<file path="src/rtl/pwr_mode_pkg.sv">
`timescale 1ns/1ps
package pwr_mode_pkg;

  typedef enum logic [1:0] {
    MODE_NORMAL = 2'd0,
    MODE_SLOW   = 2'd1,
    MODE_IDLE   = 2'd2,
    MODE_SLEEP  = 2'd3
  } mode_e;

  typedef enum logic [2:0] {
    ST_RUN      = 3'd0,
    ST_BYPASS   = 3'd1,
    ST_CPU_OFF  = 3'd2,
    ST_OFF      = 3'd3,
    ST_RELOCK   = 3'd4,
    ST_POWER_UP = 3'd5
  } state_e;

  // Mode code reported to software for each internal state.
  function automatic logic [1:0] report_mode(state_e s);
    case (s)
      ST_RUN:      return MODE_NORMAL;
      ST_BYPASS,
      ST_RELOCK:   return MODE_SLOW;
      ST_CPU_OFF:  return MODE_IDLE;
      default:     return MODE_SLEEP;
    endcase
  endfunction

  // True when the core rail is up and clocks may run.
  function automatic logic clocks_alive(state_e s);
    return !(s == ST_OFF || s == ST_POWER_UP);
  endfunction

  // True in the cycle where a free-running count hits a multiple of div.
  function automatic logic ratio_edge(int unsigned cnt, int unsigned div);
    return (cnt % div) == 0;
  endfunction

endpackage

</file>
<file path="src/rtl/pwr_ratio_div.sv">
`timescale 1ns/1ps
module pwr_ratio_div
  import pwr_mode_pkg::*;
#(
  parameter int unsigned HDIV = 4,
  parameter int unsigned PDIV = 8
) (
  input  logic clk,
  input  logic rst_n,
  input  logic alive,
  output logic hclk_tick,
  output logic pclk_tick
);
  localparam int unsigned CW = (PDIV > 1) ? $clog2(PDIV) : 1;

  logic [CW-1:0] phase;
  logic          h_edge;
  logic          p_edge;

  always_ff @(posedge clk or negedge rst_n) begin
    if (!rst_n)                          phase <= '0;
    else if (phase == CW'(PDIV - 1))     phase <= '0;
    else                                 phase <= phase + 1'b1;
  end

  assign h_edge    = ratio_edge(int'(phase), HDIV);
  assign p_edge    = ratio_edge(int'(phase), PDIV);
  assign hclk_tick = alive & h_edge;
  assign pclk_tick = alive & p_edge;

  assert_pclk_in_hclk_R11: assert property (@(posedge clk) disable iff (!rst_n)
    pclk_tick |-> hclk_tick);

  assert_ticks_dead_R7: assert property (@(posedge clk) disable iff (!rst_n)
    !alive |-> (!hclk_tick && !pclk_tick));

endmodule

</file>
<file path="src/rtl/pwr_wake_gate.sv">
`timescale 1ns/1ps
module pwr_wake_gate #(
  parameter int unsigned NEXT           = 4,
  parameter int unsigned PWR_STABLE_CYC = 16
) (
  input  logic            clk,
  input  logic            rst_n,
  input  logic [NEXT-1:0] ext_irq,
  input  logic            rtc_alarm,
  input  logic [NEXT:0]   wake_mask,
  input  logic            in_sleep,
  input  logic            in_powerup,
  output logic            wake_hit,
  output logic            stable_done
);
  localparam int unsigned SW = $clog2(PWR_STABLE_CYC + 1);

  logic [SW-1:0] settle_cnt;
  logic [NEXT:0] sources;

  assign sources     = {rtc_alarm, ext_irq};
  assign wake_hit    = |(sources & wake_mask);
  assign stable_done = (settle_cnt == '0);

  always_ff @(posedge clk or negedge rst_n) begin
    if (!rst_n)                           settle_cnt <= '0;
    else if (in_sleep && wake_hit)        settle_cnt <= SW'(PWR_STABLE_CYC - 1);
    else if (in_powerup && !stable_done)  settle_cnt <= settle_cnt - 1'b1;
  end

  assert_settle_armed_R9: assert property (@(posedge clk) disable iff (!rst_n)
    (in_sleep && wake_hit && (PWR_STABLE_CYC > 1)) |=> !stable_done);

  assert_settle_counts_down_R9: assert property (@(posedge clk) disable iff (!rst_n)
    (in_powerup && !stable_done) |=> (settle_cnt == $past(settle_cnt) - 1'b1));

endmodule

</file>
<file path="src/rtl/pwr_mode_fsm.sv">
`timescale 1ns/1ps
module pwr_mode_fsm
  import pwr_mode_pkg::*;
(
  input  logic       clk,
  input  logic       rst_n,
  input  logic       req_valid,
  input  logic [1:0] req,
  input  logic       mask_any,
  input  logic       wake_hit,
  input  logic       irq_any,
  input  logic       pll_lock,
  input  logic       stable_done,
  output state_e     st,
  output logic       sleep_err
);
  state_e nxt;
  logic   refuse;

  always_comb begin
    nxt    = st;
    refuse = 1'b0;
    case (st)
      ST_RUN: begin
        if (req_valid) begin
          case (req)
            MODE_SLOW:  nxt = ST_BYPASS;
            MODE_IDLE:  nxt = ST_CPU_OFF;
            MODE_SLEEP: begin
              if (mask_any) nxt = ST_OFF;
              else          refuse = 1'b1;
            end
            default: ;
          endcase
        end
      end
      ST_BYPASS:   if (req_valid && req == MODE_NORMAL) nxt = ST_RELOCK;
      ST_RELOCK:   if (pll_lock)    nxt = ST_RUN;
      ST_CPU_OFF:  if (irq_any)     nxt = ST_RUN;
      ST_OFF:      if (wake_hit)    nxt = ST_POWER_UP;
      ST_POWER_UP: if (stable_done) nxt = ST_RUN;
      default:     nxt = ST_RUN;
    endcase
  end

  always_ff @(posedge clk or negedge rst_n) begin
    if (!rst_n) begin
      st        <= ST_RUN;
      sleep_err <= 1'b0;
    end else begin
      st <= nxt;
      if (req_valid) sleep_err <= refuse;
    end
  end

  assert_refused_sleep_R10: assert property (@(posedge clk) disable iff (!rst_n)
    (st == ST_RUN && req_valid && req == MODE_SLEEP && !mask_any)
      |=> (sleep_err && st == ST_RUN));

  assert_sleep_holds_R8: assert property (@(posedge clk) disable iff (!rst_n)
    (st == ST_OFF && !wake_hit) |=> st == ST_OFF);

  assert_idle_irq_wins_R6: assert property (@(posedge clk) disable iff (!rst_n)
    (st == ST_CPU_OFF && irq_any) |=> st == ST_RUN);

  assert_relock_waits_R5: assert property (@(posedge clk) disable iff (!rst_n)
    (st == ST_RELOCK && !pll_lock) |=> st == ST_RELOCK);

  assert_idle_ignores_req_R3: assert property (@(posedge clk) disable iff (!rst_n)
    (st == ST_CPU_OFF && !irq_any) |=> st == ST_CPU_OFF);

endmodule

</file>
<file path="src/rtl/pwr_mode_ctrl.sv">
`timescale 1ns/1ps
module pwr_mode_ctrl
  import pwr_mode_pkg::*;
#(
  parameter int unsigned NPERIPH        = 8,
  parameter int unsigned NEXT           = 4,
  parameter int unsigned PWR_STABLE_CYC = 16,
  parameter int unsigned HDIV           = 4,
  parameter int unsigned PDIV           = 8
) (
  input  logic               clk,
  input  logic               rst_n,
  input  logic               mode_req_valid,
  input  logic [1:0]         mode_req,
  input  logic               clk_en_wr,
  input  logic [NPERIPH-1:0] clk_en_data,
  input  logic               wake_mask_wr,
  input  logic [NEXT:0]      wake_mask_data,
  input  logic [NEXT-1:0]    ext_irq,
  input  logic               rtc_alarm,
  input  logic [NPERIPH-1:0] periph_irq,
  input  logic               pll_lock,
  output logic               cpu_clk_en,
  output logic [NPERIPH-1:0] periph_clk_en,
  output logic               hclk_tick,
  output logic               pclk_tick,
  output logic               pll_pd,
  output logic               clk_sel_pll,
  output logic               pwren,
  output logic [1:0]         cur_mode,
  output logic               sleep_err
);
  logic [NPERIPH-1:0] en_reg;
  logic [NEXT:0]      wake_mask;
  state_e             st;
  logic               wake_hit;
  logic               stable_done;
  logic               alive;
  logic               in_sleep;
  logic               in_powerup;

  always_ff @(posedge clk or negedge rst_n) begin
    if (!rst_n) begin
      en_reg    <= '1;
      wake_mask <= '0;
    end else begin
      if (clk_en_wr)    en_reg    <= clk_en_data;
      if (wake_mask_wr) wake_mask <= wake_mask_data;
    end
  end

  assign alive      = clocks_alive(st);
  assign in_sleep   = (st == ST_OFF);
  assign in_powerup = (st == ST_POWER_UP);
  assign cur_mode   = report_mode(st);

  pwr_mode_fsm i_fsm (
    .clk         (clk),
    .rst_n       (rst_n),
    .req_valid   (mode_req_valid),
    .req         (mode_req),
    .mask_any    (|wake_mask),
    .wake_hit    (wake_hit),
    .irq_any     (|periph_irq),
    .pll_lock    (pll_lock),
    .stable_done (stable_done),
    .st          (st),
    .sleep_err   (sleep_err)
  );

  pwr_wake_gate #(.NEXT(NEXT), .PWR_STABLE_CYC(PWR_STABLE_CYC)) i_wake (
    .clk         (clk),
    .rst_n       (rst_n),
    .ext_irq     (ext_irq),
    .rtc_alarm   (rtc_alarm),
    .wake_mask   (wake_mask),
    .in_sleep    (in_sleep),
    .in_powerup  (in_powerup),
    .wake_hit    (wake_hit),
    .stable_done (stable_done)
  );

  pwr_ratio_div #(.HDIV(HDIV), .PDIV(PDIV)) i_div (
    .clk       (clk),
    .rst_n     (rst_n),
    .alive     (alive),
    .hclk_tick (hclk_tick),
    .pclk_tick (pclk_tick)
  );

  always_comb begin
    cpu_clk_en    = 1'b1;
    periph_clk_en = en_reg;
    pll_pd        = 1'b0;
    clk_sel_pll   = 1'b1;
    pwren         = 1'b1;
    case (st)
      ST_BYPASS: begin
        pll_pd      = 1'b1;
        clk_sel_pll = 1'b0;
      end
      ST_RELOCK:  clk_sel_pll = 1'b0;
      ST_CPU_OFF: cpu_clk_en  = 1'b0;
      ST_OFF: begin
        cpu_clk_en    = 1'b0;
        periph_clk_en = '0;
        pll_pd        = 1'b1;
        clk_sel_pll   = 1'b0;
        pwren         = 1'b0;
      end
      ST_POWER_UP: begin
        cpu_clk_en    = 1'b0;
        periph_clk_en = '0;
        clk_sel_pll   = 1'b0;
      end
      default: ;
    endcase
  end

  assert_sleep_rail_off_R7: assert property (@(posedge clk) disable iff (!rst_n)
    in_sleep |-> (!pwren && periph_clk_en == '0 && !cpu_clk_en));

  assert_bypass_pll_off_R4: assert property (@(posedge clk) disable iff (!rst_n)
    (cur_mode == MODE_SLOW && !clk_sel_pll && st == ST_BYPASS) |-> pll_pd);

  assert_enable_write_R2: assert property (@(posedge clk) disable iff (!rst_n)
    (clk_en_wr && st == ST_RUN && !mode_req_valid) |=> periph_clk_en == $past(clk_en_data));

  assert_relock_on_ref_R5: assert property (@(posedge clk) disable iff (!rst_n)
    (st == ST_RELOCK && !pll_lock) |=> (!clk_sel_pll && !pll_pd));

  assert_wake_rail_up_R9: assert property (@(posedge clk) disable iff (!rst_n)
    (in_sleep && wake_hit) |=> (pwren && !cpu_clk_en));

endmodule

</file>
<file path="config.mk">
export PLATFORM = sky130hd
export DESIGN_NAME = pwr_mode_ctrl
export DESIGN_NICKNAME = d
export VERILOG_FILES = /design/src/rtl/pwr_mode_pkg.sv /design/src/rtl/pwr_ratio_div.sv /design/src/rtl/pwr_wake_gate.sv /design/src/rtl/pwr_mode_fsm.sv /design/src/rtl/pwr_mode_ctrl.sv
export SDC_FILE = /design/constraint.sdc
export NUM_CORES = 1
export LEC_CHECK = 0
export BUFFER_PORTS_ARGS = -buffer_cell sky130_fd_sc_hd__clkbuf_2
export CORE_ASPECT_RATIO = 0.7
export CORE_MARGIN = 2
export CORE_UTILIZATION = 48
export DETAILED_ROUTE_END_ITERATION = 8
export GPL_TIMING_DRIVEN = 0
export PLACE_DENSITY = 0.78
export REMOVE_ABC_BUFFERS = 1
export SLEW_MARGIN = 20
export SYNTH_ARGS = -nofsm -noshare
export SYNTH_HDL_FRONTEND = slang
export SYNTH_SLANG_ARGS = --single-unit
</file>
<file path="constraint.sdc">
create_clock -name clk -period 2.71 [get_ports clk]
set_input_delay 0.1355 -clock clk [delete_from_list [all_inputs] [get_ports clk]]
set_output_delay 0.1355 -clock clk [all_outputs]
set_load 0.02 [all_outputs]
</file>
==> impl_metrics.toml, run 1 <==
[drt]
wl_per_cell_um = 12.9
dr.pass1.iters = 4
remaining_drc_errors = 0
drtAntennaViolNets = 0
vias_per_cell = 4.95
num_vias = 1024
initialDrtViolationCount = 21
routed_wirelength_um = 2670

[hold_path]
holdPathEnd = "wake_mask[1]"
whs_path_depth = 2
min_path_type = "in2reg"
holdCritStartpoint = "wake_mask_data[1]"

[power]
p_total_w = 0.00127
ir_worst_vdd_mv = 0.482
p_leak_nw = 0.835
p_per_area_nw_per_um2 = 753

[synth]
yosysTopAreaCell = "dfrtp_1"
async_flop_share_pct = 100
synth_area_leaders = "dfrtp_1 32%, dfstp_2 16%, mux2_2 11%"
synth_edf_count = 0
synth.cell_area_um2 = 1340
yosysUniqueCellTypes = 31
synth_most_common_cell = "dfrtp_1"
ys_warn_count = 0
synth_common_cells = "17 x dfrtp_1, 13 x mux2_2, 12 x inv_1, 10 x nand2_1, 9 x and2_1"
synth_ff_type = "dfrtp_1"
syn-mean-instance-area_um2 = 11.3
synth-seq-cells = 25
netlist_instances = 119
synth_top_cell_area_share_pct = 31.7
synth_seq_area_share_pct = 47.3

[clock_tree]
cts_made_buffers = 3
clk_pin_slew_ps = 80
tritoncts = "yes"
cts_max_level = 1
clock_path_buffers = 2
clock-root-buffer = "clkbuf_8"
clock_latency_ps = 260
cts.sinks = 25
post_cts_resized = 0

[worst_setup_path]
startpoint_type = "flip-flop"
required_ps = 2860
reg2reg_to = "i_fsm.st[0]"
cp-end-kind = "flip-flop"
worst_r2r_startpoint = "i_wake.settle_cnt[0]"
r2r_cells = 7
path_class = "reg2reg"
critical_path_arrival_ps = 2420
worstPathMaxFanout = 6
regToRegSetupSlack_ps = 430

[finish]
area_growth_pct = 25.2
final-seq-area_um2 = 636
filler_cell_count = 237
layout.nets = 213
multi_input_area_um2 = 649
drive_above_1_share_pct = 46.8
largest_reg_flops = 8
antenna_cells = 0

[timing]
max_freq_mhz = 439
hold_violations = 0
finalCriticalPeriod_ps = 2280
setup_viol = 0
fin_crit_sh_pct = 84.0
setup_tns_ps = 0
finalMaxSlewViolations = 0
rsz0062_at_grt = "false"
clock_skew_ps = 2.12
worst_pin_slew_ps = 607
slew_headroom_pct = 59.5

[placement]
io_buffers = 50
place_hpwl_um = 2150
place.gp.congestion = 0.746

[global_routing]
grt_first_pass_wirelength_um = 4020
antenna_found_initial = 0
gr-total-overflow = 0
first_global_vias = 915
grtUsageTotal_pct = 17.1
grt_max_degree = 26

[flow_run]
cap_violations = 0

[floorplan]
start_util_pct = 49.3
fp.dieW_um = 67.2
coreArea_um2 = 2720
rows = 16
fp.dieArea_um2 = 3240
die_y_um = 48.3
pin_count = 51

[status]
outcome = "finished clean"
[how the worst max path moves through the flow]
stage / from / end / slack (ps) / depth (start not counted)
5_1_grt: i_fsm.st[1] / pclk_tick / 310 / 5
6_report: i_wake.settle_cnt[0] / i_fsm.st[0] / 430 / 7
4_1_cts: i_wake.settle_cnt[0] / i_fsm.st[0] / 440 / 7
3_3_place_gp: i_wake.settle_cnt[0] / i_fsm.st[1] / 570 / 7
2_1_floorplan: i_wake.settle_cnt[0] / i_fsm.st[2] / 700 / 7
3_5_place_dp: i_wake.settle_cnt[0] / i_fsm.st[1] / 480 / 7
[placed cells by master, fill, tap and decap left out, types with 4 or more instances in the layout]
master and instances:
nand2_1 10, ha_1 7, dfstp_2 8, inv_1 12
nor2_1 7, clkbuf_2 50, a21oi_1 4, dfrtp_1 17
and2_1 9, mux2_2 13
[logic make-up after synthesis]
| logic type | after synthesis | share of synthesized area [%] |
|---|---|---|
| and+or+nand+nor | 39 | 15.9 |
| DFF | 25 | 47.3 |
| muxes | 16 | 13.4 |
| buffers and inverters | 15 | 4.29 |
| AOI/OAI and AO/OA | 14 | 10.5 |
| adders and majority gates | 7 | 6.52 |
| xor gates and xnor gates | 3 | 1.96 |
[what timing repair did]
item | CTS | global route
buffers inserted | 0 | 0
endpoints found under the hold margin | 17 | 0
hold buffers | 1 | 0
endpoints found under the setup margin | 0 | 0
[final cells by class]
cell class              count  share of cell area [%]
well taps                  36                    2.68
multi-input cells          79                    38.6
clock buffers               4                    2.68
inverters                  12                    2.68
repair buffers             51                    15.5
flip-flops and latches     25                    37.8
[per-stage QoR]
| step | std cells | setup WS (ps) | util (%) | hold WS (ps) | instance area (um^2) |
|---|---|---|---|---|---|
| 6_report | 207 | 434 | 61.7 | 104 | 1680 |
| 5_1_grt | 207 | 312 | 61.7 | 95.8 | 1680 |
| 4_1_cts | 207 | 443 | 61.7 | 96.6 | 1680 |
| 3_5_place_dp | 202 | 481 | 59.7 | 168 | 1630 |
| 3_3_place_gp | 202 | 570 | 59.7 | 165 | 1630 |
| 2_1_floorplan | 116 | 700 | - | -160 | 1330 |
[worst max-delay path, cell delays in order, from the launching register on]
cell and delay [ps]:
dfrtp_1 380, inv_1 100, ha_1 180, or3b_4 400
o21ai_4 220, o41ai_2 160, a2111oi_4 340, mux2_1 380
[metal layers]
layer / routed length, um / track usage [%]
met1: 1240 / 22.5
met2: 1250 / 27.7
met3: 160 / 5.54
met4: 12 / 5.31
met5: 0 / 0
[where the power goes]
group / switching (W) / internal [W] / total (W)
combinational: 0.000316 / 0.000228 / 0.000544
sequential: 0.0000650 / 0.000445 / 0.000510
clock: 0.000107 / 0.000105 / 0.000212
No activity file was read; power rests on OpenSTA's default activity.
==> run 2: changes to the inputs <==
Settings changed: CORE_UTILIZATION 48 to 43, PLACE_DENSITY 0.78 to 0.74.
Clock period 2.71 ns to 1.83 ns, I/O delays scaled along.
==> run 2 against run 1 <==
- the run now ends with negative setup slack left
- power grew 62%
- wire length grew 1.6%
- combinational power grew 81%
- via count grew 3.3%
- count of clock-buffer cells in the layout is the same
- critical endpoint is now i_fsm.st[1]
- largest power group unchanged
==> impl_metrics.toml, run 2 (synthesized netlist as in run 1, its figures left out) <==
[flow_run]
cap_violations = 0

[power]
p_per_area_nw_per_um2 = 1150
p_leak_nw = 0.878
ir_worst_vdd_mv = 0.587
p_total_w = 0.00205

[finish]
utilization_pct = 61.5
final_common_cell = "clkbuf_2"
largest_reg_flops = 8
final-seq-area_um2 = 637
layout.nets = 219
filler_cell_count = 261
antenna_cells = 0
multi_input_area_um2 = 696
layout_common_cells = "50 x clkbuf_2, 16 x dfrtp_1, 13 x mux2_2, 10 x inv_1, 10 x nand2_1"
area_growth_pct = 32.1
drive_above_1_share_pct = 53.7
fin_area_um2 = 1770

[global_routing]
antenna_found_initial = 0
gr-total-overflow = 0
grt_first_pass_wirelength_um = 4660
first_global_vias = 1032
grtUsageTotal_pct = 16.7
grt_max_degree = 26

[hold_path]
min_path_type = "in2reg"
holdCritStartpoint = "clk_en_data[7]"

[drt]
routed_wirelength_um = 2710
num_vias = 1058
wl_per_cell_um = 12.7
drtAntennaViolNets = 0
remaining_drc_errors = 0
dr.pass1.iters = 4
initialDrtViolationCount = 30
vias_per_cell = 4.97

[worst_setup_path]
worst_r2r_startpoint = "i_wake.settle_cnt[0]"
worstPathMaxFanout = 3
required_ps = 1980
cp-end-kind = "flip-flop"
path_class = "reg2reg"
startpoint_type = "flip-flop"
worstSetupStartpoint = "i_wake.settle_cnt[0]"
critical_path_arrival_ps = 2250

[status]
outcome = "finished, violations left"
violations = "negative setup slack"

[clock_tree]
cts.sinks = 25
tritoncts = "yes"
clock_path_buffers = 2
cts_max_level = 1
clk_pin_slew_ps = 80
clock_latency_ps = 260
cts_made_buffers = 3
clock-root-buffer = "clkbuf_8"

[timing]
setup_viol = 3
max_freq_mhz = 475
rsz0062_at_grt = "true"
slew_headroom_pct = 59.0
clock_skew_ps = 2.81
fin_ws_ps = -274
worst_pin_slew_ps = 615
setup_tns_ps = -762
finalMaxSlewViolations = 0
hold_violations = 0
finalCriticalPeriod_ps = 2100
fin_crit_sh_pct = 115

[placement]
place_hpwl_um = 2060
place.gp.congestion = 0.765
place_ws_ps = -359
post_dp_cell_area_um2 = 1630
io_buffers = 50

[floorplan]
pin_count = 51
die_y_um = 50.8
fp.dieArea_um2 = 3590
coreArea_um2 = 2880
start_util_pct = 46.6
fp.dieW_um = 70.8
rows = 16
run 2: cell count changes in the layout (fill, tap and decap cells not counted), sizes merged:
cell and change:
buf +6
run 2: final cells by class:
type | count | share of cell area (%)
flip-flops and latches | 25 | 35.9
multi-input cells | 79 | 39.2
repair buffers | 57 | 17.2
inverters | 12 | 2.54
well taps | 36 | 2.54
clock buffers | 4 | 2.54
run 2: power by group:
| part | switching, W | internal, W | total, W |
|---|---|---|---|
| Clock | 0.000158 | 0.000155 | 0.000313 |
| Combinational | 0.000526 | 0.000460 | 0.000986 |
| Sequential | 0.0000860 | 0.000660 | 0.000746 |
run 2: per-stage QoR:
| stage | hold WS, ps | instances |
|---|---|---|
| 5_1_grt | 50.5 | 213 |
| 6_report | 57.8 | 213 |
| 3_5_place_dp | 130 | 202 |
| 3_3_place_gp | 124 | 202 |
| 4_1_cts | 51.1 | 211 |
| 2_1_floorplan | -204 | 116 |
run 2: worst paths after layout:
path / endpoint / slack, ps / cells past startpoint
max in group asynchronous: i_fsm.st[1] / 1030 / 2
worst max register to register: i_fsm.st[1] / -270 / 7
worst max-delay path: i_fsm.st[1] / -270 / 7
worst min register to register: i_div.phase[0] / 470 / 1
min in group asynchronous: i_div.phase[0] / 370 / 2
worst min-delay path: en_reg[7] / 60 / 2
run 2: layer usage:
layer / share of wire [%] / vias to the layer above / track usage [%]
li1: - / 523 / -
met1: 43 / 498 / 20.9
met2: 49 / 35 / 28.3
met3: 7.2 / 2 / 5.02
met4: 0.48 / 0 / 4.40
met5: 0 / - / 0
run 2: critical path, stage by stage, from the launching register on:
cell,delay [ps]
dfrtp_1,400
inv_2,80
ha_4,120
or3b_4,390
o21ai_4,170
o41ai_4,130
a2111oi_4,350
mux2_1,360
run 2: what timing repair did:
item | 4_1_cts | 5_1_grt
endpoints found under the hold margin | 17 | 0
resized for setup | 9 | 3
cloned | 0 | 0
endpoints found under the setup margin | 13 | 5
pin swaps | 3 | 2
setup buffers | 4 | 2
hold buffers | 1 | 0
==> run 3: changes to the inputs <==
Settings changed: HOLD_SLACK_MARGIN set to 0.1.
==> run 3 against run 2 <==
- the flow still finishes with violations (negative setup slack)
- highest routed layer unchanged
- wire length up 14%
- sequential share of layout area down 2.5 points
- combinational power grew 4%
- sequential cell count unchanged
- sequential power hardly changed
- clock skew hardly changed
==> impl_metrics.toml, run 3 (synthesized netlist as in run 1, its figures left out) <==
[finish]
area_growth_pct = 42.1
antenna_cells = 0
drive_above_1_share_pct = 50.0
filler_cell_count = 246
final_common_cell = "clkbuf_2"
layout.nets = 232
layout_common_cells = "50 x clkbuf_2, 16 x dfrtp_1, 14 x dlygate4sd3_1, 13 x mux2_2"
largest_reg_flops = 8

[clock_tree]
tritoncts = "yes"
clock_path_buffers = 2
cts_max_level = 1
clk_pin_slew_ps = 80
clock_latency_ps = 260
cts_made_buffers = 3
clock-root-buffer = "clkbuf_8"
cts.sinks = 25

[timing]
fin_ws_ps = -265
fin_crit_sh_pct = 115
finalMaxSlewViolations = 0
setup_tns_ps = -737
hold_violations = 0
finalCriticalPeriod_ps = 2100
max_freq_mhz = 477
worst_pin_slew_ps = 609
rsz0062_at_grt = "true"
slew_headroom_pct = 59.4
clock_skew_ps = 2.62
hold_slack_ps = 116
setup_viol = 3

[power]
ir_worst_vdd_mv = 0.599
p_per_area_nw_per_um2 = 1090
p_leak_nw = 0.933

[floorplan]
start_util_pct = 46.6
fp.dieW_um = 70.8
rows = 16
coreArea_um2 = 2880
pin_count = 51
fp.dieArea_um2 = 3590
die_y_um = 50.8

[worst_setup_path]
critical_path_arrival_ps = 2240
required_ps = 1980
worstPathMaxFanout = 3
startpoint_type = "flip-flop"
path_class = "reg2reg"
cp-end-kind = "flip-flop"

[drt]
wl_per_cell_um = 13.7
routed_wirelength_um = 3100
num_vias = 1137
drtAntennaViolNets = 0
initialDrtViolationCount = 46
vias_per_cell = 5.03
remaining_drc_errors = 0
dr.pass1.iters = 4

[placement]
place.gp.congestion = 0.765
io_buffers = 50
place_hpwl_um = 2060
place_ws_ps = -359

[global_routing]
grtUsageTotal_pct = 18.8
antenna_found_initial = 0
first_global_vias = 1113
grt_first_pass_wirelength_um = 5150
gr-total-overflow = 0
grt_max_degree = 26

[hold_path]
min_path_type = "in2reg"

[flow_run]
cap_violations = 0

[status]
violations = "negative setup slack"
outcome = "finished, violations left"
run 3: final timing paths:
kind	slack (ps)	to	cells after the start	from
min in group asynchronous	370	i_wake.settle_cnt[3]	2	rst_n
worst max-delay path	-270	i_fsm.st[1]	7	i_wake.settle_cnt[1]
worst max register to register	-270	i_fsm.st[1]	7	i_wake.settle_cnt[1]
worst min-delay path	120	i_fsm.sleep_err	3	mode_req_valid
max in group asynchronous	1030	i_fsm.st[1]	2	rst_n
worst min register to register	470	i_div.phase[0]	1	i_div.phase[0]
run 3: final cells by class:
class	instances	area (um^2)	area share (%)
well taps	36	45.0	2.36
repair buffers	70	435	22.8
multi-input cells	79	701	36.7
inverters	12	45.0	2.36
flip-flops and latches	25	637	33.4
clock buffers	4	45.0	2.36
run 3: critical path: stages, from the launching register on:
cell       delay [ps]
dfrtp_1           390
inv_2              80
ha_4              130
or3b_4            390
o21ai_4           170
o41ai_4           120
a2111oi_4         340
mux2_1            360
run 3: what timing repair did:
action | CTS | global route
setup buffers | 4 | 2
endpoints found under the setup margin | 13 | 5
gates resized for setup | 9 | 3
hold endpoints to repair | 30 | 0
hold buffers | 14 | 0
pin swaps | 3 | 2
run 3: report_power, final:
| group | total (W) | internal (W) | switching (W) |
|---|---|---|---|
| sequential | 0.000749 | 0.000660 | 0.0000892 |
| combinational | 0.00103 | 0.000483 | 0.000544 |
| clock | 0.000312 | 0.000155 | 0.000157 |
| total | 0.00209 | 0.00130 | 0.000790 |
run 3: metrics by stage:
stage / area [um^2] / std cells / total power [W] / utilization (%)
after floorplan: 1330 / 116 / 0.00130 / -
after global placement: 1630 / 202 / 0.00153 / 56.4
after detailed placement: 1630 / 202 / 0.00156 / 56.4
after CTS: 1880 / 224 / 0.00201 / 65.2
after global routing: 1910 / 226 / 0.00224 / 66.2
final: 1910 / 226 / 0.00209 / 66.2
run 3: layer usage:
metal	vias up	track usage, %	share of wire, %
li1	549	-	-
met1	537	21.6	40
met2	45	33.6	52
met3	6	5.22	6.4
met4	0	6.60	1.5
met5	-	0	0
